--- src/rtl/dp_alu_pkg.sv ---
package dp_alu_pkg;

    typedef enum logic [3:0] {
        OP_AND = 4'h0,
        OP_EOR = 4'h1,
        OP_SUB = 4'h2,
        OP_RSB = 4'h3,
        OP_ADD = 4'h4,
        OP_ADC = 4'h5,
        OP_SBC = 4'h6,
        OP_RSC = 4'h7,
        OP_TST = 4'h8,
        OP_TEQ = 4'h9,
        OP_CMP = 4'hA,
        OP_CMN = 4'hB,
        OP_ORR = 4'hC,
        OP_MOV = 4'hD,
        OP_BIC = 4'hE,
        OP_MVN = 4'hF
    } alu_op_e;

    // Flag positions within the status word; the pipeline decodes these.
    localparam int unsigned PSR_N_BIT = 31;
    localparam int unsigned PSR_Z_BIT = 30;
    localparam int unsigned PSR_C_BIT = 29;
    localparam int unsigned PSR_V_BIT = 28;

    typedef struct packed {
        logic n;
        logic z;
        logic c;
        logic v;
    } nzcv_t;

    function automatic logic op_is_compare(input alu_op_e op);
        return (op == OP_TST) || (op == OP_TEQ) || (op == OP_CMP) || (op == OP_CMN);
    endfunction

    function automatic logic op_is_bitwise(input alu_op_e op);
        return (op == OP_AND) || (op == OP_EOR) || (op == OP_TST) || (op == OP_TEQ) ||
               (op == OP_ORR) || (op == OP_MOV) || (op == OP_BIC) || (op == OP_MVN);
    endfunction

endpackage

--- src/rtl/dp_logic_unit.sv ---
module dp_logic_unit
    import dp_alu_pkg::*;
#(
    parameter int unsigned WIDTH = 32
) (
    input  alu_op_e            op,
    input  logic [WIDTH-1:0]   a,
    input  logic [WIDTH-1:0]   b,
    output logic [WIDTH-1:0]   res
);

    always_comb begin
        unique case (op)
            OP_AND, OP_TST: res = a & b;
            OP_EOR, OP_TEQ: res = a ^ b;
            OP_ORR:         res = a | b;
            OP_MOV:         res = b;
            OP_BIC:         res = a & ~b;
            OP_MVN:         res = ~b;
            default:        res = '0;
        endcase
    end

endmodule

--- src/rtl/dp_arith_unit.sv ---
module dp_arith_unit
    import dp_alu_pkg::*;
#(
    parameter int unsigned WIDTH = 32
) (
    input  alu_op_e            op,
    input  logic [WIDTH-1:0]   a,
    input  logic [WIDTH-1:0]   b,
    input  logic               cin,
    output logic [WIDTH-1:0]   res,
    output logic               c_out,
    output logic               v_out
);

    localparam int unsigned MSB  = WIDTH - 1;
    localparam int unsigned WIDE = WIDTH + 2;

    logic             is_sub;
    logic             swap;
    logic             use_cin;
    logic [WIDTH-1:0] x;
    logic [WIDTH-1:0] y;
    logic [WIDE-1:0]  subtr;
    logic [WIDE-1:0]  diff;
    logic [WIDTH:0]   sum;

    always_comb begin
        is_sub  = 1'b0;
        swap    = 1'b0;
        use_cin = 1'b0;
        unique case (op)
            OP_SUB, OP_CMP: is_sub = 1'b1;
            OP_RSB:         begin is_sub = 1'b1; swap = 1'b1; end
            OP_SBC:         begin is_sub = 1'b1; use_cin = 1'b1; end
            OP_RSC:         begin is_sub = 1'b1; swap = 1'b1; use_cin = 1'b1; end
            OP_ADC:         use_cin = 1'b1;
            default:        ;
        endcase
    end

    assign x = swap ? b : a;
    assign y = swap ? a : b;

    // The subtrahend is y + !cin for the carry forms and is kept two bits wider than the data, so y = all ones with cin = 0 does not wrap.
    assign subtr = {2'b00, y} + {{(WIDE-1){1'b0}}, use_cin & ~cin};
    assign diff  = {2'b00, x} - subtr;
    assign sum   = {1'b0, x} + {1'b0, y} + {{WIDTH{1'b0}}, use_cin & cin};

    always_comb begin
        if (is_sub) begin
            res   = diff[WIDTH-1:0];
            c_out = (subtr <= {2'b00, x});
            v_out = ((x[MSB] ^ res[MSB]) & (~y[MSB] ^ res[MSB]));
        end else begin
            res   = sum[WIDTH-1:0];
            c_out = sum[WIDTH];
            v_out = ((x[MSB] ^ res[MSB]) & (y[MSB] ^ res[MSB]));
        end
    end

endmodule

--- src/rtl/dp_flag_mux.sv ---
module dp_flag_mux
    import dp_alu_pkg::*;
#(
    parameter int unsigned PSR_W = 32
) (
    input  logic              update,
    input  logic              restore,
    input  nzcv_t             flags,
    input  logic [PSR_W-1:0]  cpsr,
    input  logic [PSR_W-1:0]  spsr,
    output logic [PSR_W-1:0]  psr_next
);

    always_comb begin
        psr_next = cpsr;
        if (restore) begin
            psr_next = spsr;
        end else if (update) begin
            psr_next[PSR_N_BIT] = flags.n;
            psr_next[PSR_Z_BIT] = flags.z;
            psr_next[PSR_C_BIT] = flags.c;
            psr_next[PSR_V_BIT] = flags.v;
        end
    end

endmodule

--- src/rtl/dp_alu.sv ---
module dp_alu
    import dp_alu_pkg::*;
#(
    parameter int unsigned WIDTH = 32
) (
    input  logic [3:0]        op_i,
    input  logic [WIDTH-1:0]  opa_i,
    input  logic [WIDTH-1:0]  opb_i,
    input  logic              shift_c_i,
    input  logic              carry_i,
    input  logic              set_flags_i,
    input  logic              dst_pc_i,
    input  logic [31:0]       cpsr_i,
    input  logic [31:0]       spsr_i,
    output logic [WIDTH-1:0]  result_o,
    output logic              rd_we_o,
    output logic [31:0]       psr_next_o,
    output logic              restore_o
);

    localparam int unsigned MSB   = WIDTH - 1;
    localparam int unsigned PSR_W = 32;

    alu_op_e          op;
    logic             cls_cmp;
    logic             cls_bit;
    logic [WIDTH-1:0] log_res;
    logic [WIDTH-1:0] ari_res;
    logic             ari_c;
    logic             ari_v;
    logic             upd;
    nzcv_t            nf;

    assign op      = alu_op_e'(op_i);
    assign cls_cmp = op_is_compare(op);
    assign cls_bit = op_is_bitwise(op);

    dp_logic_unit #(.WIDTH(WIDTH)) u_logic (
        .op (op),
        .a  (opa_i),
        .b  (opb_i),
        .res(log_res)
    );

    dp_arith_unit #(.WIDTH(WIDTH)) u_arith (
        .op   (op),
        .a    (opa_i),
        .b    (opb_i),
        .cin  (carry_i),
        .res  (ari_res),
        .c_out(ari_c),
        .v_out(ari_v)
    );

    assign result_o  = cls_bit ? log_res : ari_res;
    assign rd_we_o   = ~cls_cmp;
    assign upd       = cls_cmp | set_flags_i;
    assign restore_o = dst_pc_i & upd;

    always_comb begin
        nf.n = result_o[MSB];
        nf.z = (result_o == '0);
        nf.c = cls_bit ? shift_c_i : ari_c;
        nf.v = cls_bit ? cpsr_i[PSR_V_BIT] : ari_v;
    end

    dp_flag_mux #(.PSR_W(PSR_W)) u_flags (
        .update  (upd),
        .restore (restore_o),
        .flags   (nf),
        .cpsr    (cpsr_i),
        .spsr    (spsr_i),
        .psr_next(psr_next_o)
    );

endmodule

--- config.mk ---
export PLATFORM = sky130hd
export DESIGN_NAME = dp_alu
export DESIGN_NICKNAME = d
export VERILOG_FILES = /design/src/rtl/dp_alu_pkg.sv /design/src/rtl/dp_logic_unit.sv /design/src/rtl/dp_arith_unit.sv /design/src/rtl/dp_flag_mux.sv /design/src/rtl/dp_alu.sv
export SDC_FILE = /design/constraint.sdc
export NUM_CORES = 1
export LEC_CHECK = 0
export BUFFER_PORTS_ARGS = -buffer_cell sky130_fd_sc_hd__buf_4
export CAP_MARGIN = 20
export CORE_MARGIN = 3
export CORE_UTILIZATION = 55
export DETAILED_ROUTE_END_ITERATION = 8
export PLACE_DENSITY_LB_ADDON = 0.1
export SLEW_MARGIN = 10
export SYNTH_ARGS = -nofsm -noshare
export SYNTH_HDL_FRONTEND = slang
export SYNTH_HIERARCHICAL = 1
export SYNTH_SLANG_ARGS = --single-unit
--- constraint.sdc ---
create_clock -name vclk -period 12
set_input_delay 1.8 -clock vclk [all_inputs]
set_output_delay 1.8 -clock vclk [all_outputs]
set_load 0.1 [all_outputs]
======== Word level (Yosys, flattened, before mapping) ========
Index checks and enable logic that the tools add are counted.
storage, ports and cells
  bits in registers ....................... 0
  bits of input ports ..................... 136
  output and inout port bits .............. 66
  word-level logic and storage cells ...... 69
operators by class
  $add $sub $neg .......................... 4
  order comparisons ....................... 1
  equal/unequal tests ..................... 14
  multiplexer cells ....................... 15
  bitwise operators ....................... 18
  reduce and logical (&&, ||, !) cells .... 17
operators with widths
  kind                  number
  $pmux W32 S6          1
  $mux W32              4
  $and A32 B32 Y32      2
  $add A32 B1 Y33       1
  $add A32 B32 Y33      1
  $add A33 B1 Y33       1
  $le A33 B32 Y1        1
  $eq A4 B4 Y1 const B  8
  $logic_not A32 Y1     1
  $not A32 Y32          1
  $or A32 B32 Y32       1
  $sub A32 B32 Y32      1
  $xor A32 B32 Y32      1
  $mux W28              1
  $eq A4 B3 Y1 const B  3
  $logic_or A1 B1 Y1    10
  $eq A4 B2 Y1 const B  2
  $mux W4               2
  $mux W1               7
  $reduce_or A2 Y1      3
  $and A1 B1 Y1         5
  $reduce_or A5 Y1      1
  $eq A4 B1 Y1 const B  1
  $logic_not A4 Y1      1
  4 further kinds       9

======== Logic depth before layout (Yosys ltp) ========
Gate-level depths: netlist of run 1.
  depth in word-level cells ............... 12
  depth in mapped cells ................... 34
  depth with buffers taken out ............ 29

======== By module ========
The synthesis of run 1 kept the hierarchy.
modules (own cells, without submodules)
  module         instances  cells each  area an instance (µm²)  sequential area each (µm²)
  dp_arith_unit  1          927         6044.5                  0.0
  dp_logic_unit  1          294         2519.9                  0.0
  dp_alu         1          69          605.6                   0.0
  dp_flag_mux    1          45          540.5                   0.0

======== Least setup slack after synthesis of run 1 ========
No wires, ideal clock.
  kind .................................... input-to-output
  from .................................... input op_i[3]
  to ...................................... output psr_next_o[30]
  arrival ................................. 9.671 ns
  data required time ...................... 10.200 ns
  setup slack ............................. 0.529 ns
  cell stages on the path ................. 30
  path buffers ............................ 5
  cell sequence ........................... and3b_1 > buf_2 > buf_2 > buf_4 > buf_2 > clkbuf_1 > nand2_1 > o21ai_0 > ha_1 > ha_1 > a21boi_2 > nand3_1 > or3_1 > xor2_1 > inv_1 > ha_1 > and3_1 > o21ai_0 > o21ai_0 > and2_2 > a211oi_1 > nor4b_1 > mux2i_1 > a211o_1 > or4_1 > nor2_1 > nand4_1 > a221oi_2 > mux2i_1 > o21ai_0
RTL lines
  what         RTL line      text
  from (decl)  dp_alu.sv:6   input logic [3:0] op_i,
  to (decl)    dp_alu.sv:17  output logic [31:0] psr_next_o,

==> results.sh, run 1 <==
export IMPL_antenna_violations_before_repair=0
export IMPL_placement_io_buffers=202
export IMPL_timing_critical_path_to_type="primary output"
export IMPL_hold_path_class="in -> out"
export IMPL_synthDistinctLibCells=82
export IMPL_synth_seq_area_share=0
export IMPL_internal_power_uw=277
export IMPL_ratio_of_cells_with_drive_above_1_in_the_final_layout=0.248
export IMPL_drtAntennaViolNets=0
export IMPL_hold_path_startpoint="spsr_i[7]"
export IMPL_worst_max_slew_pin_slew_ps=992
export IMPL_cp_slowest_cell="sky130_fd_sc_hd__ha_1"
export IMPL_path_max_fanout=45
export IMPL_maxCapViolCount=0
export IMPL_largest_net_degree_at_the_start_of_global_routing=49
export IMPL_hpwlAfterDp_um=26500
export IMPL_critical_path_max_stage_delay_ps=430
export IMPL_drtPass1Iterations=7
export IMPL_post_cts_setup_repair_bufs=0
export IMPL_yosysTopAreaCellShare=0.165
export IMPL_power_clock_fraction=0
export IMPL_ios=202
export IMPL_synth_cells=1335
export IMPL_final_max_slew_viols=0
export IMPL_finalNetCount=1750
export IMPL_total_leakage_power_uw=0.00548
export IMPL_groute_usage_overall=0.324
export IMPL_cp_arrival_ps=8670
export IMPL_p_sw_frac=0.675
export IMPL_synth_fp_nets=1602
export IMPL_dieWidth_um=139
export IMPL_net_switching_power_uw=576
export IMPL_die_ar_um2=19300
export IMPL_postCtsResizedCells=0
export IMPL_max_freq_mhz=95.6
export IMPL_postSynthAreaPerCell_um2=7.27
export IMPL_pwr_density_cell_nw_per_um2=75.9
export IMPL_final_critical_path_setup_slack_ps=1530
export IMPL_first_global_vias=9983
export IMPL_floorplan_rows=47
export IMPL_post_place_ws_ps=1690
export IMPL_layout_worst_path_cycle_share=0.872
export IMPL_die_h_um=139
export IMPL_timing_setup_tns_ps=0
export IMPL_grt_setup_unrepaired="false"
export IMPL_multi_input_area_um2=8800
export IMPL_gp_routability_congestion=0.979
export IMPL_pwr_share_comb=1.000
export IMPL_run_status="complete, no violations"
export IMPL_yosys_top_cells_area="sky130_fd_sc_hd__ha_1 16%, sky130_fd_sc_hd__mux2i_1 7.2%, sky130_fd_sc_hd__nand2_1 6.9%"
export IMPL_cell_area_after_synthesis_um2=9710
export IMPL_global_route_wire_length_before_repair_um=52700
export IMPL_holdBufCountCts=0
export IMPL_power_share_sequential=0
export IMPL_number_of_filler_instances_in_the_final_layout=1593
export IMPL_routed_via_density=6.23
export IMPL_rel_slew_slack=0.339
export IMPL_drc=0
export IMPL_initialDrtViolationCount=855
export IMPL_yosysTopAreaCell="sky130_fd_sc_hd__ha_1"
export IMPL_power_ir_vdd_worst_v=0.000125
export IMPL_cp_start_kind="input pin"
export IMPL_core_region_area_um2=16900
export IMPL_dr_total_vias=10600
export IMPL_area_growth_syn_to_layout_pct=15.6
export IMPL_worst_setup_path_type="in -> out"
export IMPL_total_setup_violations_reported_at_the_end_of_the_flow=0
export IMPL_synthesis_yosys_warnings=6
export IMPL_globalRoute_totalOverflow=0
export IMPL_post_route_min_period_ps=10470
export IMPL_required_ps=10200
export IMPL_area_sequential_um2=0
export IMPL_layout_clock_buffers=0
export IMPL_hold_end="psr_next_o[7]"
export IMPL_timing_final_hold_violations=0
export IMPL_routed_length_per_placed_instance_um=19.6
export IMPL_n_sequential_cell=0
export IMPL_initial_utilization=0.573
export IMPL_drt_total_wl_um=33300
export IMPL_min_delay_path_depth=3
export IMPL_insertedDiodeCount=0
## power by group through the flow
stage	Combinational (uW)	Clock (uW)	Sequential, uW
floorplan	638	0	0
global placement	835	0	0
detailed placement	842	0	0
CTS	845	0	0
global route	906	0	0
finish	853	0	0
## metal layers
metal	track usage	share of wire	wire length (um)	up-vias
li1	-	-	-	5051
met1	0.433	0.43	14300	5010
met2	0.555	0.46	15500	476
met3	0.0314	0.074	2470	65
met4	0.0886	0.031	1050	0
met5	0	0	0	-
## logic make-up (layout without fill, tap and decap cells)
group / Yosys count / in the layout / synth area share
buffers and inverters: 211 / 357 / 0.0959
XOR/XNOR: 97 / 97 / 0.0875
AND/OR/NAND/NOR: 415 / 415 / 0.207
adder cells (fa/ha/maj): 131 / 131 / 0.171
multiplexers: 134 / 134 / 0.155
AO/OA/AOI/OAI: 347 / 347 / 0.284
## synth_stat cells (7+ instances only)
library cell	instances
sky130_fd_sc_hd__o21ai_1	7
sky130_fd_sc_hd__o221ai_2	30
sky130_fd_sc_hd__mux2i_1	70
sky130_fd_sc_hd__nor3_1	9
sky130_fd_sc_hd__a21o_1	31
sky130_fd_sc_hd__xor2_1	50
sky130_fd_sc_hd__o22a_1	31
sky130_fd_sc_hd__and2_1	10
sky130_fd_sc_hd__o21ai_0	50
sky130_fd_sc_hd__nand3_1	35
sky130_fd_sc_hd__buf_2	18
sky130_fd_sc_hd__nand2_1	179
sky130_fd_sc_hd__o21bai_1	14
sky130_fd_sc_hd__a22oi_2	30
sky130_fd_sc_hd__nor4_1	13
sky130_fd_sc_hd__a21oi_1	77
sky130_fd_sc_hd__mux2_4	22
sky130_fd_sc_hd__a31oi_1	9
sky130_fd_sc_hd__buf_6	10
sky130_fd_sc_hd__clkbuf_1	30
sky130_fd_sc_hd__xnor2_1	47
sky130_fd_sc_hd__and3_1	13
sky130_fd_sc_hd__nand4_1	16
sky130_fd_sc_hd__inv_1	142
sky130_fd_sc_hd__nand2b_1	43
sky130_fd_sc_hd__nor2_1	57
sky130_fd_sc_hd__nor2b_1	8
sky130_fd_sc_hd__ha_1	128
sky130_fd_sc_hd__mux2_2	42
sky130_fd_sc_hd__o21a_1	9
## per-stage QoR
step,area (um^2),util,cells,hold WS (ps),total power (uW)
after floorplan,9710,-,1335,3920,638
after global placement,11200,0.663,1701,4070,835
after detailed placement,11200,0.663,1701,4070,842
after CTS,11200,0.663,1701,4070,845
after global routing,11200,0.663,1701,4080,906
final,11200,0.663,1701,4080,853
## worst max path at each step
stage	start	end
4_1_cts	op_i[0]	psr_next_o[30]
5_1_grt	op_i[0]	psr_next_o[30]
2_1_floorplan	op_i[3]	psr_next_o[30]
6_report	op_i[0]	psr_next_o[30]
3_3_place_gp	op_i[0]	psr_next_o[30]
3_5_place_dp	op_i[0]	psr_next_o[30]
## cell type report
cell class         instances  share of cell area
multi-input cells       1124               0.784
repair buffers           215               0.144
inverters                142              0.0475
well taps                220              0.0245
## placed cells by master (no fill, tap or decap), types with 16 or more instances in the layout
cell type / Yosys / layout
sky130_fd_sc_hd__a21o_1: 31 / 31
sky130_fd_sc_hd__nand4_1: 16 / 16
sky130_fd_sc_hd__o221ai_2: 30 / 30
sky130_fd_sc_hd__nand2_1: 179 / 178
sky130_fd_sc_hd__a21oi_1: 77 / 76
sky130_fd_sc_hd__o21ai_0: 50 / 50
sky130_fd_sc_hd__o22a_1: 31 / 31
sky130_fd_sc_hd__mux2i_1: 70 / 70
sky130_fd_sc_hd__ha_1: 128 / 128
sky130_fd_sc_hd__xor2_1: 50 / 50
sky130_fd_sc_hd__mux2_2: 42 / 42
sky130_fd_sc_hd__nand3_1: 35 / 35
sky130_fd_sc_hd__nor2_1: 57 / 56
sky130_fd_sc_hd__mux2_4: 22 / 22
sky130_fd_sc_hd__nand2b_1: 43 / 43
sky130_fd_sc_hd__inv_1: 142 / 142
sky130_fd_sc_hd__xnor2_1: 47 / 47
sky130_fd_sc_hd__a22oi_2: 30 / 30
sky130_fd_sc_hd__buf_4: 2 / 215
## critical path, delay by kind of cell
kind                     cells  cell delay, ps
AO/OA/AOI/OAI                6            1380
XOR/XNOR                     1             150
adder cells (fa/ha/maj)      3             850
buffers and inverters        3            1110
multiplexers                 3             510
AND/OR/NAND/NOR             13            2840
Power figures use the tool's default switching activity.
==> inputs of run 2 (changes only) <==
Settings changed: CORE_ASPECT_RATIO set to 0.8.
==> run 2 against run 1 <==
Critical path depth shrank 2; routed wire length grew 1.7%; core utilization about the same; flip-flop and latch count unchanged; clock-buffer cell count did not move; sequential share of layout area did not move; via count grew 0.49%; power is 3.0% higher; first-iteration DRC count rose by 55%; maximum frequency increased by 3.1%; hold slack lost 19 ps; largest cell class unchanged.
==> results.sh, run 2 (same netlist as run 1, synthesis figures left out) <==
export IMPL_power_ir_vdd_worst_v=0.000124
export IMPL_insertedDiodeCount=0
export IMPL_routed_via_density=6.27
export IMPL_ios=202
export IMPL_globalRoute_totalOverflow=0
export IMPL_total_setup_violations_reported_at_the_end_of_the_flow=0
export IMPL_number_of_filler_instances_in_the_final_layout=1509
export IMPL_holdBufCountCts=0
export IMPL_run_status="complete, no violations"
export IMPL_final_critical_path_setup_slack_ps=1840
export IMPL_max_freq_mhz=98.5
export IMPL_die_h_um=125
export IMPL_area_sequential_um2=0
export IMPL_postCtsResizedCells=0
export IMPL_cp_start_kind="input pin"
export IMPL_hpwlAfterDp_um=27100
export IMPL_antenna_violations_before_repair=0
export IMPL_place_area_um2=11200
export IMPL_die_ar_um2=19300
export IMPL_hold_path_class="in -> out"
export IMPL_routed_length_per_placed_instance_um=19.9
export IMPL_cp_arrival_ps=8360
export IMPL_dieWidth_um=155
export IMPL_grt_setup_unrepaired="false"
export IMPL_layout_worst_path_cycle_share=0.846
export IMPL_pwr_density_cell_nw_per_um2=78.3
export IMPL_dr_total_vias=10700
export IMPL_layout_common_cells="214 x sky130_fd_sc_hd__buf_4, 178 x sky130_fd_sc_hd__nand2_1, 142 x sky130_fd_sc_hd__inv_1, 128 x sky130_fd_sc_hd__ha_1, 76 x sky130_fd_sc_hd__a21oi_1"
export IMPL_first_global_vias=9856
export IMPL_initial_utilization=0.574
export IMPL_drtAntennaViolNets=0
export IMPL_timing_final_hold_violations=0
export IMPL_groute_usage_overall=0.328
export IMPL_total_leakage_power_uw=0.00547
export IMPL_gp_routability_congestion=0.984
export IMPL_required_ps=10200
export IMPL_layout_clock_buffers=0
export IMPL_drt_total_wl_um=33900
export IMPL_maxCapViolCount=0
export IMPL_final_standard_cell_area_without_fillers_um2=11200
export IMPL_worst_setup_path_type="in -> out"
export IMPL_rel_slew_slack=0.296
export IMPL_layout_cells_most_common="sky130_fd_sc_hd__buf_4"
export IMPL_timing_critical_path_to_type="primary output"
export IMPL_global_route_wire_length_before_repair_um=52300
export IMPL_final_core_utilization=0.663
export IMPL_ratio_of_cells_with_drive_above_1_in_the_final_layout=0.248
export IMPL_initialDrtViolationCount=1323
export IMPL_multi_input_area_um2=8810
export IMPL_post_route_min_period_ps=10160
export IMPL_timing_setup_tns_ps=0
export IMPL_finalNetCount=1749
export IMPL_worst_max_slew_pin_slew_ps=1060
export IMPL_core_region_area_um2=16900
export IMPL_n_sequential_cell=0
export IMPL_post_cts_setup_repair_bufs=0
export IMPL_placement_io_buffers=202
export IMPL_final_max_slew_viols=0
export IMPL_drc=0
export IMPL_area_growth_syn_to_layout_pct=15.6
export IMPL_path_max_fanout=45
export IMPL_drtPass1Iterations=6
export IMPL_post_place_ws_ps=1920
export IMPL_largest_net_degree_at_the_start_of_global_routing=56
export IMPL_floorplan_rows=42
-- run 2: metrics by stage --
stage,cells,power (uW),hold slack [ps]
floorplan,1335,638,3920
global placement,1700,852,4050
detailed placement,1700,857,4060
CTS,1700,861,4060
global route,1700,926,4080
finish,1700,878,4060
-- run 2: worst paths after layout --
kind	startpoint	endpoint	slack [ps]	depth (start not counted)
max	op_i[0]	psr_next_o[30]	1840	27
min	spsr_i[29]	psr_next_o[29]	4060	4
-- run 2: report_power, final --
group | switching (uW) | internal (uW)
sequential | 0 | 0
combinational | 601 | 278
clock | 0 | 0
-- run 2: layer usage --
layer  global-route usage  vias up  routed length (um)
met5                    0        -                   0
met4               0.0613        0                 748
met3               0.0861       58                4350
met2                0.475      601               13600
met1                0.486     4939               15100
li1                     -     5056                   -
-- run 2: area by class of cell --
| cell class | count | share of cell area |
|---|---|---|
| multi-input combinational | 1124 | 0.785 |
| timing repair buffer | 214 | 0.143 |
| tap | 220 | 0.0245 |
| inverter | 142 | 0.0475 |
-- run 2: worst max-delay path, stage by stage --
cell and delay (ps):
sky130_fd_sc_hd__buf_4 350, sky130_fd_sc_hd__and3b_4 480, sky130_fd_sc_hd__nand2_1 90, sky130_fd_sc_hd__o21ai_0 90
sky130_fd_sc_hd__ha_1 200, sky130_fd_sc_hd__ha_1 230, sky130_fd_sc_hd__a21boi_2 320, sky130_fd_sc_hd__nand3_1 280
sky130_fd_sc_hd__or3_1 450, sky130_fd_sc_hd__xor2_1 210, sky130_fd_sc_hd__inv_1 70, sky130_fd_sc_hd__ha_1 360
sky130_fd_sc_hd__and3_1 210, sky130_fd_sc_hd__o21ai_0 140, sky130_fd_sc_hd__o21ai_0 240, sky130_fd_sc_hd__and2_2 240
sky130_fd_sc_hd__a211oi_1 100, sky130_fd_sc_hd__nor4b_1 400, sky130_fd_sc_hd__mux2i_1 210, sky130_fd_sc_hd__a211o_1 340
sky130_fd_sc_hd__or4_1 410, sky130_fd_sc_hd__nor2_1 100, sky130_fd_sc_hd__nand4_1 120, sky130_fd_sc_hd__a221oi_2 330
sky130_fd_sc_hd__mux2i_1 100, sky130_fd_sc_hd__o21ai_0 180, sky130_fd_sc_hd__buf_4 330
==> inputs of run 3 (changes only) <==
Clock period 12 ns to 9.9 ns, I/O delays scaled along.
==> run 3 against run 2 <==
Die area is the same; power is 22% higher; hold slack got worse by 650 ps; global-route usage up 1.0 points; final area increased by 0.19%; setup slack got worse by 1400 ps.
==> results.sh, run 3 (same netlist as run 1, synthesis figures left out) <==
export IMPL_cp_arrival_ps=7950
export IMPL_first_global_vias=9801
export IMPL_hpwlAfterDp_um=27900
export IMPL_timing_critical_path_to_type="primary output"
export IMPL_ios=202
export IMPL_power_ir_vdd_worst_v=0.000129
export IMPL_post_cts_setup_repair_bufs=0
export IMPL_path_max_fanout=45
export IMPL_routed_length_per_placed_instance_um=20.4
export IMPL_timing_final_hold_violations=0
export IMPL_place_area_um2=11200
export IMPL_antenna_violations_before_repair=0
export IMPL_timing_setup_tns_ps=0
export IMPL_area_growth_syn_to_layout_pct=15.8
export IMPL_core_region_area_um2=16900
export IMPL_cp_num_buf_inv=3
export IMPL_initialDrtViolationCount=1374
export IMPL_dr_total_vias=10700
export IMPL_run_status="complete, no violations"
export IMPL_total_setup_violations_reported_at_the_end_of_the_flow=0
export IMPL_globalRoute_totalOverflow=0
export IMPL_n_sequential_cell=0
export IMPL_final_standard_cell_area_without_fillers_um2=11200
export IMPL_insertedDiodeCount=0
export IMPL_initial_utilization=0.574
export IMPL_power_share_sequential=0
export IMPL_rel_slew_slack=0.323
export IMPL_layout_clock_buffers=0
export IMPL_final_max_slew_viols=0
export IMPL_floorplan_rows=42
export IMPL_final_core_utilization=0.665
export IMPL_cp_slowest_cell="sky130_fd_sc_hd__nor4b_1"
export IMPL_p_sw_frac=0.685
export IMPL_cp_start_kind="input pin"
export IMPL_ratio_of_cells_with_drive_above_1_in_the_final_layout=0.249
export IMPL_layout_worst_path_cycle_share=0.953
export IMPL_grt_setup_unrepaired="false"
export IMPL_drtPass1Iterations=6
export IMPL_global_route_wire_length_before_repair_um=53300
export IMPL_total_leakage_power_uw=0.00548
export IMPL_drtAntennaViolNets=0
export IMPL_worst_setup_path_type="in -> out"
export IMPL_die_h_um=125
export IMPL_maxCapViolCount=0
export IMPL_largest_net_degree_at_the_start_of_global_routing=46
export IMPL_postCtsResizedCells=0
export IMPL_critical_path_max_stage_delay_ps=620
export IMPL_holdBufCountCts=0
export IMPL_hold_path_class="in -> out"
export IMPL_max_freq_mhz=106
export IMPL_dieWidth_um=155
export IMPL_worst_hold_margin_ps=3410
export IMPL_net_switching_power_uw=733
export IMPL_worst_max_slew_pin_slew_ps=1020
export IMPL_pwr_density_cell_nw_per_um2=95.1
export IMPL_groute_usage_overall=0.338
export IMPL_required_ps=8420
export IMPL_finalNetCount=1752
export IMPL_drc=0
export IMPL_post_route_min_period_ps=9440
export IMPL_power_clock_fraction=0
export IMPL_internal_power_uw=337
export IMPL_drt_total_wl_um=34800
export IMPL_placement_io_buffers=202
export IMPL_die_ar_um2=19300
export IMPL_routed_via_density=6.29
export IMPL_layout_common_cells="217 x sky130_fd_sc_hd__buf_4, 178 x sky130_fd_sc_hd__nand2_1, 142 x sky130_fd_sc_hd__inv_1, 128 x sky130_fd_sc_hd__ha_1, 76 x sky130_fd_sc_hd__a21oi_1"
export IMPL_area_sequential_um2=0
export IMPL_layout_cells_most_common="sky130_fd_sc_hd__buf_4"
export IMPL_critPathTopFamily="simple AND/OR/NAND/NOR gates"
export IMPL_pwr_share_comb=1.000
export IMPL_gp_routability_congestion=1.04
==> run 3: cell types whose count changed in the layout (fill, tap and decap cells not counted) <==
cell | previous run | this run
sky130_fd_sc_hd__a2111oi_1 | 2 | 1
sky130_fd_sc_hd__o21ai_0 | 50 | 47
sky130_fd_sc_hd__a2111oi_0 | 2 | 3
sky130_fd_sc_hd__buf_4 | 214 | 217
sky130_fd_sc_hd__o21ai_1 | 7 | 10
==> run 3: path summary, 6_finish.rpt <==
kind / slack [ps] / startpoint / cells past startpoint / endpoint
max: 460 / op_i[0] / 27 / psr_next_o[30]
min: 3410 / spsr_i[31] / 4 / psr_next_o[31]
==> run 3: layout make-up <==
cell class                      count  area, um^2
Inverter                          142         533
Tap cell                          220         275
Multi-Input combinational cell   1124        8810
Fill cell                        1538        5680
Timing Repair Buffer              217        1630
==> run 3: per-layer routing <==
metal | vias to the layer above | wire length (um) | track usage
met5 | - | 0 | 0
met4 | 0 | 493 | 0.0462
met3 | 42 | 4490 | 0.0580
met2 | 619 | 14600 | 0.513
met1 | 5000 | 15200 | 0.507
li1 | 5049 | - | -
==> run 3: worst min-delay path, delay by kind of cell <==
family | cells | cell delay [ps]
AOI/OAI and AO/OA | 1 | 50
and+or+nand+nor | 1 | 50
buffers and inverters | 2 | 340
==> run 3: power by group through the flow <==
stage	sequential, uW	clock, uW	combinational, uW
2_1_floorplan	0	0	773
3_3_place_gp	0	0	1040
3_5_place_dp	0	0	1040
4_1_cts	0	0	1050
5_1_grt	0	0	1130
6_report	0	0	1070
==> run 3: through the flow <==
stage	instances	total power [uW]	worst slack (ps)
2_1_floorplan	1335	773	-188
3_3_place_gp	1703	1040	760
3_5_place_dp	1703	1040	554
4_1_cts	1703	1050	538
5_1_grt	1703	1130	35.9
6_report	1703	1070	461
